[src/rtl/mpr_pkg.sv]
package mpr_pkg;
  localparam int DATA_W = 8;

  typedef enum logic [2:0] {
    FR_IDLE,
    FR_START,
    FR_SHIFT,
    FR_STOP,
    FR_HOLD
  } fr_state_t;

  typedef struct packed {
    logic [DATA_W-1:0] data;
    logic              mpb;
    logic              stop_ok;
  } frame_t;
endpackage

[src/rtl/mpr_bit_sync.sv]
module mpr_bit_sync #(
  parameter int   STAGES  = 2,
  parameter logic RST_VAL = 1'b1
) (
  input  logic clk,
  input  logic rst_n,
  input  logic d,
  output logic q
);
  logic [STAGES-1:0] stg, stg_n;

  always_comb stg_n = {stg[STAGES-2:0], d};

  always_ff @(posedge clk or negedge rst_n) begin
    if (!rst_n) stg <= {STAGES{RST_VAL}};
    else        stg <= stg_n;
  end

  assign q = stg[STAGES-1];
endmodule

[src/rtl/mpr_frame_rx.sv]
module mpr_frame_rx
  import mpr_pkg::*;
#(
  parameter int OVS = 16
) (
  input  logic   clk,
  input  logic   rst_n,
  input  logic   tick,
  input  logic   rx,
  output logic   done,
  output frame_t frm
);
  localparam int NB   = DATA_W + 1;
  localparam int CW   = $clog2(OVS);
  localparam int BW   = $clog2(NB);
  localparam int HALF = OVS / 2;

  fr_state_t       st, st_n;
  logic [CW-1:0]   cnt, cnt_n;
  logic [BW-1:0]   bitn, bitn_n;
  logic [NB-1:0]   sh, sh_n;
  logic            done_n;
  logic            ok_q, ok_n;

  always_comb begin
    st_n   = st;
    cnt_n  = cnt;
    bitn_n = bitn;
    sh_n   = sh;
    done_n = 1'b0;
    ok_n   = ok_q;
    case (st)
      FR_IDLE: begin
        if (tick && !rx) begin
          st_n  = FR_START;
          cnt_n = '0;
        end
      end
      FR_START: begin
        if (tick) begin
          if (rx) begin
            st_n = FR_IDLE;
          end else if (cnt == CW'(HALF - 1)) begin
            st_n   = FR_SHIFT;
            cnt_n  = '0;
            bitn_n = '0;
          end else begin
            cnt_n = cnt + 1'b1;
          end
        end
      end
      FR_SHIFT: begin
        if (tick) begin
          if (cnt == CW'(OVS - 1)) begin
            sh_n  = {rx, sh[NB-1:1]};
            cnt_n = '0;
            if (bitn == BW'(NB - 1)) st_n = FR_STOP;
            else                     bitn_n = bitn + 1'b1;
          end else begin
            cnt_n = cnt + 1'b1;
          end
        end
      end
      FR_STOP: begin
        if (tick) begin
          if (cnt == CW'(OVS - 1)) begin
            done_n = 1'b1;
            ok_n   = rx;
            cnt_n  = '0;
            st_n   = rx ? FR_IDLE : FR_HOLD;
          end else begin
            cnt_n = cnt + 1'b1;
          end
        end
      end
      FR_HOLD: begin
        if (rx) st_n = FR_IDLE;
      end
      default: st_n = FR_IDLE;
    endcase
  end

  always_ff @(posedge clk or negedge rst_n) begin
    if (!rst_n) begin
      st   <= FR_IDLE;
      cnt  <= '0;
      bitn <= '0;
      sh   <= '0;
      done <= 1'b0;
      ok_q <= 1'b0;
    end else begin
      st   <= st_n;
      cnt  <= cnt_n;
      bitn <= bitn_n;
      sh   <= sh_n;
      done <= done_n;
      ok_q <= ok_n;
    end
  end

  assign frm.data    = sh[DATA_W-1:0];
  assign frm.mpb     = sh[NB-1];
  assign frm.stop_ok = ok_q;
endmodule

[src/rtl/mpr_addr_filter.sv]
module mpr_addr_filter
  import mpr_pkg::*;
(
  input  logic              clk,
  input  logic              rst_n,
  input  logic              done,
  input  frame_t            frm,
  input  logic [DATA_W-1:0] local_id,
  output logic              vld,
  output logic [DATA_W-1:0] byte_q,
  output logic              sel
);
  logic              good;
  logic              sel_n, sel_en;
  logic              vld_n;
  logic              byte_en;

  always_comb begin
    good    = done && frm.stop_ok;
    sel_en  = good && frm.mpb;
    sel_n   = (frm.data == local_id);
    vld_n   = good && !frm.mpb && sel;
    byte_en = vld_n;
  end

  always_ff @(posedge clk or negedge rst_n) begin
    if (!rst_n) begin
      sel    <= 1'b0;
      vld    <= 1'b0;
      byte_q <= '0;
    end else begin
      vld <= vld_n;
      if (sel_en)  sel    <= sel_n;
      if (byte_en) byte_q <= frm.data;
    end
  end
endmodule

[src/rtl/mpr_rx_filter.sv]
module mpr_rx_filter
  import mpr_pkg::*;
#(
  parameter int OVS = 16
) (
  input  logic              clk,
  input  logic              rst_n,
  input  logic              os_tick,
  input  logic              rx_in,
  input  logic [DATA_W-1:0] local_id,
  output logic [DATA_W-1:0] rx_byte,
  output logic              rx_valid,
  output logic              selected
);
  logic   rst_n_s;
  logic   rx_s;
  logic   frm_done;
  frame_t frm_q;

  mpr_bit_sync #(.STAGES(2), .RST_VAL(1'b0)) u_rst_sync (
    .clk(clk), .rst_n(rst_n), .d(1'b1), .q(rst_n_s)
  );

  mpr_bit_sync #(.STAGES(2), .RST_VAL(1'b1)) u_rx_sync (
    .clk(clk), .rst_n(rst_n_s), .d(rx_in), .q(rx_s)
  );

  mpr_frame_rx #(.OVS(OVS)) u_frame (
    .clk(clk), .rst_n(rst_n_s), .tick(os_tick), .rx(rx_s),
    .done(frm_done), .frm(frm_q)
  );

  mpr_addr_filter u_filt (
    .clk(clk), .rst_n(rst_n_s), .done(frm_done), .frm(frm_q),
    .local_id(local_id), .vld(rx_valid), .byte_q(rx_byte), .sel(selected)
  );
endmodule

[config.mk]
export PLATFORM = sky130hd
export DESIGN_NAME = mpr_rx_filter
export DESIGN_NICKNAME = d
export VERILOG_FILES = /design/src/rtl/mpr_pkg.sv /design/src/rtl/mpr_bit_sync.sv /design/src/rtl/mpr_frame_rx.sv /design/src/rtl/mpr_addr_filter.sv /design/src/rtl/mpr_rx_filter.sv
export SDC_FILE = /design/constraint.sdc
export NUM_CORES = 1
export LEC_CHECK = 0
export ABC_AREA = 0
export BUFFER_PORTS_ARGS = -buffer_cell sky130_fd_sc_hd__buf_2
export CORE_UTILIZATION = 54
export DETAILED_ROUTE_END_ITERATION = 12
export PLACE_DENSITY = 0.8
export SLEW_MARGIN = 20
export SYNTH_ARGS = -nofsm -noshare
export SYNTH_HDL_FRONTEND = slang
export SYNTH_SLANG_ARGS = --single-unit
[constraint.sdc]
create_clock -name clk -period 3.3 [get_ports clk]
set_clock_uncertainty 0.1 [all_clocks]
set_input_delay 0.66 -clock clk [delete_from_list [all_inputs] [get_ports clk]]
set_output_delay 0.66 -clock clk [all_outputs]
set_load 0.05 [all_outputs]
==> impl_metrics.py, run 1 <==
metrics = {
    "timing": {
        "rsz0062_at_grt": "no",
        "period_share": 0.549,
        "max_clock_freq_mhz": 552,
        "hold_viol_final": 4,
        "fin_hold_ws_ns": -0.0143,
        "timing.final.crit_period_ns": 1.81,
        "slew_viol_final": 0,
        "fin_setup_tns_ns": 0,
        "setup-violations-final": 0,
    },
    "clocking": {
        "cts_sinks": 36,
        "cts_buffers": 5,
        "clk_latency_ns": 0.35,
        "cts.clk_slew.worst_paths_ns": 0.10,
        "htree_levels": 2,
        "postCtsResizedCells": 0,
        "post_cts_buffers": 0,
        "cts_root_buf": "clkbuf_4",
        "cts_tree": "done",
        "cts_buffer_depth": 2,
    },
    "setup_path": {
        "start_kind": "flop",
        "crit_type": "flop to flop",
        "cp.required_ns": 3.43,
        "cp-end-kind": "flop",
        "arrival_ns": 1.94,
        "path_max_fanout": 12,
    },
    "power": {
        "switchingPower_mw": 0.329,
        "pwr-share-clk": 0.216,
        "leakage_nw": 0.946,
        "p_comb_frac": 0.208,
        "seqPwrFrac": 0.575,
        "intPower_mw": 0.661,
        "peakVddDrop_uv": 419,
        "power.density_mw_per_mm2": 531,
        "p_sw_frac": 0.332,
    },
    "layout": {
        "area_growth_pct": 11.1,
        "fin_nets": 195,
        "fillers": 241,
        "antenna_cells": 0,
        "layout-drive-gt1-share": 0.256,
        "final_core_util": 0.653,
    },
    "synthesis": {
        "async_flop_share": 1.00,
        "synth_top_flop_cell": "dfrtp_1",
        "syn_nets": 167,
        "synth_cells": 152,
        "synth_warnings": 0,
        "ys_seq_area_frac": 0.539,
        "ys_types": 41,
        "synth_commonest_cells": "dfrtp_1 (34), nand2_1 (33), mux2_2 (9), xnor2_1 (8), inv_1 (6)",
        "synth_edf_count": 0,
        "netlist.area_leader.share": 0.507,
        "synth.most_common_cell": "dfrtp_1",
        "postSynthRegisterBits": 36,
        "yosysTopAreaCell": "dfrtp_1",
        "syn_area_per_cell_um2": 11.0,
        "mappedNetlistArea_mm2": 0.00168,
        "synthTopCellsByArea": "dfrtp_1 (51%), nand2_1 (7.4%), mux2_2 (6.0%), xnor2_1 (4.2%), dfstp_2 (3.1%)",
    },
    "status": {
        "violations": "design-rule violations, negative hold slack",
        "status": "finished, violations left",
    },
    "route": {
        "detail_route.iter0.violations": 61,
        "via_count": 1237,
        "first_pass_iters": 10,
        "drtAntennaViolNets": 0,
        "viasPerCell": 5.86,
        "post_drt_wl_per_cell_um": 14.2,
        "drcViolationCount": 1,
        "routed_wl_mm": 2.99,
    },
    "floorplan": {
        "io_pins": 22,
        "die_height_um": 57.7,
        "num_rows": 19,
        "die_w_um": 57.7,
        "initial_core_util": 0.588,
        "die-area_mm2": 0.00333,
        "coreArea_mm2": 0.00285,
    },
    "global_routing": {
        "grt_usage": 0.215,
        "antenna_found_initial": 0,
        "grt_max_degree": 29,
        "grt_pass1_wl_mm": 5.21,
        "grt_pass1_vias": 1181,
        "grt_overflow": 0,
    },
    "placement": {
        "port_buffers": 21,
        "dp_hpwl_mm": 2.22,
        "gp_congestion": 0.843,
    },
    "flow_run": {
        "cap_violations": 0,
    },
    "worst_hold_path": {
        "worst_hold_path_type": "flop to async pin",
    },
}
kinds of logic (layout without fill, tap and decap cells):
family | after synthesis | in the layout | share of synthesized area
buf+inv | 9 | 37 | 0.0284
other cells | 1 | 1 | 0.00224
xor+xnor | 8 | 8 | 0.0418
compound gates | 21 | 21 | 0.0858
flops | 36 | 36 | 0.539
fa+ha+maj | 3 | 3 | 0.0224
simple gates | 63 | 63 | 0.207
mux | 11 | 11 | 0.0731
final cells by class:
type / count / area [um2] / area share
repair buffers: 23 / 123 / 0.0658
flip-flops and latches: 36 / 903 / 0.485
clock inverters: 1 / 5.00 / 0.00269
clock buffers: 6 / 41.3 / 0.0222
inverters: 7 / 26.3 / 0.0141
well taps: 31 / 38.8 / 0.0208
multi-input cells: 107 / 726 / 0.390
stage by stage:
stage / hold slack (ns) / power, mW / instances / instance area, um2 / setup slack (ns)
after global placement: -0.00358 / 0.756 / 203 / 1810 / 1.52
after floorplan: 0.231 / 0.733 / 152 / 1680 / 1.69
after global routing: 0.0285 / 1.06 / 211 / 1860 / 1.36
after detailed placement: 0.0108 / 0.781 / 203 / 1810 / 1.48
final: -0.0143 / 0.990 / 211 / 1860 / 1.49
after CTS: 0.00178 / 0.995 / 211 / 1860 / 1.51
cells in the final DEF (no fill, tap or decap), types with 2 or more instances in the layout:
cell type,Yosys,final
nor2b_1,3,3
nor2_1,4,4
nor3_1,2,2
nand4_1,5,5
nand2_1,33,33
o31ai_1,2,2
mux2_2,9,9
dfrtp_1,34,34
a31oi_1,3,3
o21ai_0,4,4
nand3_1,3,3
inv_1,6,6
a21oi_1,5,5
clkbuf_4,0,5
xnor2_1,8,8
buf_2,0,21
a311oi_1,2,2
dfstp_2,2,2
ha_1,3,3
flip-flops by register name, indices dropped and copies added (netlist names), 2 cells and up:
name / cells
u_frame.cnt: 4
u_rst_sync.stg: 2
u_frame.sh: 9
u_frame.st: 3
u_frame.bitn: 4
u_filt.byte_q: 8
u_rx_sync.stg: 2
metal layers:
layer	vias up	wire length [um]	part of all wire	GRT usage
li1	584	-	-	-
met1	611	1320	0.44	0.262
met2	36	1460	0.49	0.346
met3	6	166	0.056	0.0871
met4	0	48	0.016	0.0816
met5	-	0	0	0
final timing paths:
check                                        from               end  slack, ns  depth (start not counted)
worst max-delay path                u_frame.st[1]     u_frame.sh[4]       1.49                          3
worst min-delay path            u_rst_sync.stg[1]   u_frame.bitn[3]      -0.01                          0
worst max register to register      u_frame.st[1]     u_frame.sh[4]       1.49                          3
worst min register to register  u_rst_sync.stg[1]   u_frame.bitn[3]      -0.01                          0
max in group asynchronous       u_rst_sync.stg[1]  u_filt.byte_q[4]       2.49                          1
min in group clk                 u_rx_sync.stg[0]  u_rx_sync.stg[1]       0.26                          0
power groups by stage:
stage | combinational (mW) | clock (mW) | sequential [mW]
global route | 0.235 | 0.242 | 0.579
CTS | 0.207 | 0.221 | 0.567
global placement | 0.186 | 0 | 0.570
detailed placement | 0.207 | 0 | 0.573
finish | 0.206 | 0.214 | 0.570
floorplan | 0.188 | 0 | 0.546
worst max-delay path: stages (launching register included):
cell	delay (ns)
dfrtp_1	0.56
or3b_4	0.49
nor2_8	0.18
mux2_2	0.36
timing repair:
action / CTS / global route
endpoints found under the setup margin: 0 / 0
hold buffers: 1 / 0
endpoints found under the hold margin: 2 / 0
Power figures use the tool's default switching activity.
==> run 2: changes to the inputs <==
- ABC_AREA: 0 -> 1
- clock period: 3.3 -> 1.7 ns (I/O delays scaled with it)
==> run 2 against run 1 <==
  * The run now ends clean
  * First-iteration DRC count grew 41%
  * Wire length grew 13%
  * Fmax grew 14%
  * Critical endpoint is now u_frame.st[1]
  * Sequential cell count is the same
  * Design area grew 12%
  * Clock-buffer cell count is the same
==> impl_metrics.py, run 2 <==
metrics = {
    "clocking": {
        "cts_buffer_depth": 2,
        "cts_tree": "done",
        "clk_latency_ns": 0.34,
        "cts.clk_slew.worst_paths_ns": 0.11,
        "cts_sinks": 36,
        "post_cts_buffers": 0,
        "cts_root_buf": "clkbuf_4",
        "htree_levels": 2,
        "cts_buffers": 5,
    },
    "timing": {
        "fin_hold_ws_ns": 0.134,
        "max_clock_freq_mhz": 628,
        "worst_pin_slew_ns": 0.570,
        "slew_viol_final": 0,
        "timing.final.crit_period_ns": 1.59,
        "period_share": 0.936,
        "hold_viol_final": 0,
        "maxSlewHeadroom": 0.620,
        "setup-violations-final": 0,
    },
    "synthesis": {
        "synth.most_common_cell": "nand2_1",
        "synth_warnings": 0,
        "synth_xor_area_frac": 0.0429,
        "yosys.area_share.simple": 0.277,
        "synth_fa_ha_area_frac": 0.0204,
        "synth_top_flop_cell": "dfrtp_1",
        "async_flop_share": 1.00,
        "syn_nets": 229,
        "synthTopCellsByArea": "dfrtp_1 (46%), nand2_1 (12%), o21ai_2 (5.7%), nand3_1 (4.6%), inv_1 (4.5%)",
        "synth_edf_count": 0,
        "netlist.area_leader.share": 0.463,
        "yosysTopAreaCell": "dfrtp_1",
        "mappedNetlistArea_mm2": 0.00184,
        "syn_area_per_cell_um2": 8.58,
        "synth_cells": 214,
        "ys_types": 27,
        "ys_seq_area_frac": 0.492,
        "synth_top_family_by_area": "simple AND/OR/NAND/NOR gates",
        "synth_compound_area_frac": 0.101,
        "muxShareOfSynthArea": 0,
        "synth_commonest_cells": "nand2_1 (61), dfrtp_1 (34), inv_1 (22), nand3_1 (17)",
        "postSynthRegisterBits": 36,
    },
    "route": {
        "drtAntennaViolNets": 0,
        "detail_route.iter0.violations": 86,
        "drcViolationCount": 0,
        "post_drt_wl_per_cell_um": 11.6,
        "routed_wl_mm": 3.36,
        "first_pass_iters": 4,
        "via_count": 1458,
        "viasPerCell": 5.04,
    },
    "global_routing": {
        "grt_overflow": 0,
        "grt_usage": 0.220,
        "grt_max_degree": 23,
        "grt_pass1_wl_mm": 5.74,
        "antenna_found_initial": 0,
        "grt_pass1_vias": 1373,
    },
    "layout": {
        "antenna_cells": 0,
        "ff_latch_area_um2": 903,
        "finalNonFillerCells": 289,
        "largest_registers": "u_frame.sh: 9 flops, u_filt.byte_q: 8 flops",
        "largest_reg_flops": 9,
        "final_core_util": 0.670,
        "fillers": 253,
        "top_register": "u_frame.sh",
        "final_common_cell": "nand2_1",
        "area_growth_pct": 14.1,
        "final_area_mm2": 0.00210,
        "multiInputGateArea_um2": 826,
        "layout_common_cells": "nand2_1 (61), dfrtp_1 (34), inv_1 (22)",
        "fin_nets": 259,
        "layout-drive-gt1-share": 0.253,
    },
    "setup_path": {
        "arrival_ns": 1.73,
        "cp-end-kind": "flop",
        "cp.required_ns": 1.83,
        "crit_type": "flop to flop",
        "path_max_fanout": 4,
        "start_kind": "flop",
    },
    "power": {
        "leakage_nw": 1.08,
        "peakVddDrop_uv": 796,
        "power_mw": 2.05,
        "power.density_mw_per_mm2": 977,
    },
    "placement": {
        "gp_congestion": 0.845,
        "placed_area_mm2": 0.00201,
        "port_buffers": 21,
        "dpl.cell_count": 279,
        "dp_hpwl_mm": 2.56,
    },
    "floorplan": {
        "coreArea_mm2": 0.00313,
        "die_w_um": 60.3,
        "initial_core_util": 0.587,
        "io_pins": 22,
        "die_height_um": 60.3,
        "die-area_mm2": 0.00364,
        "num_rows": 20,
    },
    "status": {
        "status": "complete, no violations",
    },
    "worst_hold_path": {
        "worst_hold_path_type": "flop to async pin",
    },
    "flow_run": {
        "cap_violations": 0,
    },
}
==> run 2: cells by family after synthesis <==
| group | count (synthesis) |
|---|---|
| simple gates | 111 |
| flops | 36 |
| buf+inv | 29 |
| compound gates | 25 |
| xor+xnor | 9 |
| fa+ha+maj | 3 |
| other cells | 1 |
==> run 2: path summary, 6_finish.rpt <==
check,start,endpoint,slack [ns],cells after the start
worst max register to register,u_frame.cnt[1],u_frame.st[1],0.11,8
min in group clk,u_rx_sync.stg[0],u_rx_sync.stg[1],0.26,0
max in group asynchronous,u_rst_sync.stg[1],u_filt.vld,0.84,1
worst min register to register,u_rst_sync.stg[1],u_frame.st[2],0.13,0
worst max-delay path,u_frame.cnt[1],u_frame.st[1],0.11,8
worst min-delay path,u_rst_sync.stg[1],u_frame.st[2],0.13,0
==> run 2: final cells by class <==
class	instances	share of cell area
inverters	26	0.0466
clock buffers	6	0.0197
well taps	44	0.0263
flip-flops and latches	36	0.431
multi-input cells	149	0.394
clock inverters	2	0.00597
repair buffers	26	0.0764
==> run 2: power breakdown <==
group / switching, mW / internal, mW
sequential: 0.0870 / 0.915
clock: 0.270 / 0.159
combinational: 0.415 / 0.202
total: 0.773 / 1.28
==> run 2: routing by layer <==
layer | vias up | wire (um) | global-route usage
li1 | 748 | - | -
met1 | 679 | 1580 | 0.263
met2 | 27 | 1650 | 0.370
met3 | 4 | 98 | 0.0519
met4 | 0 | 37 | 0.110
met5 | - | 0 | 0
==> run 2: critical path, stage by stage, from the launching register on <==
cell     delay (ns)
dfrtp_1        0.41
ha_2           0.25
nand3_2        0.10
nor2_2         0.21
nor2_1         0.07
nor2_1         0.14
nand3_1        0.11
nand2_1        0.07
nand2_1        0.05
==> run 2: metrics by stage <==
| stage | TNS (ns) | setup WS (ns) |
|---|---|---|
| 6_report | 0 | 0.108 |
| 5_1_grt | -0.00660 | -0.00660 |
| 4_1_cts | 0 | 0.0594 |
| 3_5_place_dp | 0 | 0.0657 |
| 3_3_place_gp | 0 | 0.159 |
| 2_1_floorplan | 0 | 0.206 |
==> run 2: what timing repair did <==
item	CTS	global route
setup endpoints to repair	0	15
endpoints found under the hold margin	3	0
hold buffers	2	0
resized for setup	0	3
==> run 3: changes to the inputs <==
- CELL_PAD_IN_SITES_DETAIL_PLACEMENT: not set -> 0
- CELL_PAD_IN_SITES_GLOBAL_PLACEMENT: not set -> 1
- CORE_UTILIZATION: 54 -> 30
- PLACE_DENSITY: 0.8 -> 0.63
==> run 3 against run 2 <==
  * Total power up 9.0%
  * Register-to-register slack better by 0.05 ns
  * Utilization down 31 points
  * Die area up 77%
  * First-iteration DRC count down 2.3%
  * Clock-buffer cell count up 1
  * Hold slack worse by 0.090 ns
  * Sequential share of layout area down 1.2 points
  * Non-clock buffer count up 1
  * Highest routed layer unchanged
  * Global-route usage down 8.8 points
==> impl_metrics.py, run 3 (same netlist as run 2, synthesis figures left out) <==
metrics = {
    "status": {
        "status": "complete, no violations",
    },
    "timing": {
        "period_share": 0.904,
        "rsz0062_at_grt": "no",
        "setup-violations-final": 0,
        "timing.final.crit_period_ns": 1.54,
        "fin_setup_tns_ns": 0,
        "max_clock_freq_mhz": 651,
        "hold_viol_final": 0,
        "slew_viol_final": 0,
    },
    "placement": {
        "dp_hpwl_mm": 2.69,
        "gp_congestion": 0.788,
        "placed_area_mm2": 0.00205,
        "port_buffers": 21,
    },
    "layout": {
        "layout-drive-gt1-share": 0.256,
        "layout_common_cells": "nand2_1 (61), dfrtp_1 (34), inv_1 (22)",
        "largest_registers": "u_frame.sh: 9 flops, u_filt.byte_q: 8 flops",
        "final_common_cell": "nand2_1",
        "fillers": 629,
        "top_register": "u_frame.sh",
        "area_growth_pct": 17.5,
        "largest_reg_flops": 9,
        "final_area_mm2": 0.00216,
        "fin_nets": 260,
        "antenna_cells": 0,
    },
    "clocking": {
        "cts_tree": "done",
        "cts_buffers": 5,
        "cts_root_buf": "clkbuf_8",
        "cts_buffer_depth": 2,
        "post_cts_buffers": 0,
        "clk_latency_ns": 0.29,
        "htree_levels": 2,
        "cts.clk_slew.worst_paths_ns": 0.07,
        "cts_sinks": 36,
    },
    "setup_path": {
        "r2r_slack_ns": 0.16,
        "crit_end": "u_frame.bitn[1]",
        "reg2regPathDepth": 7,
        "crit_type": "flop to flop",
        "start_kind": "flop",
        "reg2reg_from": "u_frame.cnt[1]",
        "cp.required_ns": 1.78,
        "regToRegEndpoint": "u_frame.bitn[1]",
        "cp-end-kind": "flop",
        "path_max_fanout": 5,
        "arrival_ns": 1.62,
        "startpoint": "u_frame.cnt[1]",
    },
    "global_routing": {
        "grt_overflow": 0,
        "grt_pass1_vias": 1357,
        "grt_pass1_wl_mm": 6.40,
        "grt_usage": 0.132,
        "grt_max_degree": 35,
        "antenna_found_initial": 0,
    },
    "power": {
        "intPower_mw": 1.42,
        "power.density_mw_per_mm2": 1030,
        "p_sw_frac": 0.366,
        "pwr-share-clk": 0.272,
        "leakage_nw": 1.09,
        "seqPwrFrac": 0.445,
        "switchingPower_mw": 0.817,
        "p_comb_frac": 0.283,
        "peakVddDrop_uv": 505,
    },
    "route": {
        "routed_wl_mm": 3.64,
        "first_pass_iters": 4,
        "drcViolationCount": 0,
        "post_drt_wl_per_cell_um": 11.3,
        "drtAntennaViolNets": 0,
        "via_count": 1413,
        "viasPerCell": 4.40,
        "detail_route.iter0.violations": 84,
    },
    "floorplan": {
        "coreArea_mm2": 0.00592,
        "die-area_mm2": 0.00644,
        "initial_core_util": 0.310,
        "die_w_um": 80.2,
        "num_rows": 28,
        "io_pins": 22,
        "die_height_um": 80.2,
    },
    "worst_hold_path": {
        "worst_hold_path_type": "input port to flop",
    },
    "flow_run": {
        "cap_violations": 0,
    },
}
## run 3: cell types whose count changed in the layout (fill, tap and decap cells not counted), sizes merged
cell,previous run,this run
buf,24,26
clkbuf,6,7
clkinvlp,1,0
dlygate4sd3,2,1
## run 3: worst min path at each step
stage / slack, ns / start / cells past startpoint / end
floorplan: -0.06 / rst_n / 0 / u_rst_sync.stg[0]
global placement: 0.03 / rst_n / 1 / u_rst_sync.stg[0]
detailed placement: 0.03 / rst_n / 1 / u_rst_sync.stg[0]
CTS: 0.03 / rx_in / 1 / u_rx_sync.stg[0]
global route: 0.03 / rx_in / 1 / u_rx_sync.stg[0]
finish: 0.04 / rx_in / 1 / u_rx_sync.stg[0]
## run 3: critical path, stage by stage, from the launching register on
cell     delay (ns)
dfrtp_1        0.39
ha_2           0.25
nand3_2        0.10
buf_4          0.17
o22ai_4        0.22
nand2_4        0.09
nand2_1        0.07
nand2_1        0.04
## run 3: per-layer routing
layer	share of wire	track usage	up-vias	wire (um)
li1	-	-	746	-
met1	0.47	0.169	641	1720
met2	0.48	0.209	20	1740
met3	0.035	0.0432	6	127
met4	0.015	0.0482	0	53
met5	0	0	-	0
## run 3: area by class of cell
type | instances | area, um2 | share of cell area
Timing Repair Buffer | 27 | 153 | 0.0707
Inverter | 26 | 97.6 | 0.0452
Clock buffer | 7 | 76.3 | 0.0354
Clock inverter | 1 | 8.76 | 0.00406
Tap cell | 75 | 93.8 | 0.0435
Sequential cell | 36 | 903 | 0.419
Multi-Input combinational cell | 149 | 826 | 0.383
## run 3: through the flow
stage	utilization	setup slack [ns]	power [mW]	hold WS (ns)	std cells
2_1_floorplan	-	0.206	1.49	-0.0556	214
3_3_place_gp	0.346	0.116	1.65	0.0263	312
3_5_place_dp	0.346	0.0721	1.64	0.0271	312
4_1_cts	0.362	0.0678	2.27	0.0286	321
5_1_grt	0.365	0.00760	2.42	0.0279	321
6_report	0.365	0.163	2.23	0.0435	321
## run 3: what timing repair did
item,CTS,global route
resized for setup,0,3
setup endpoints to repair,0,14
hold endpoints to repair,2,0
hold buffers,1,0
## run 3: power by group through the flow
stage	logic, mW	clock network, mW	registers [mW]
final	0.631	0.608	0.994
after global routing	0.729	0.679	1.01
after CTS	0.637	0.638	0.992
after detailed placement	0.633	0	1.01
after global placement	0.646	0	1.01
after floorplan	0.502	0	0.992
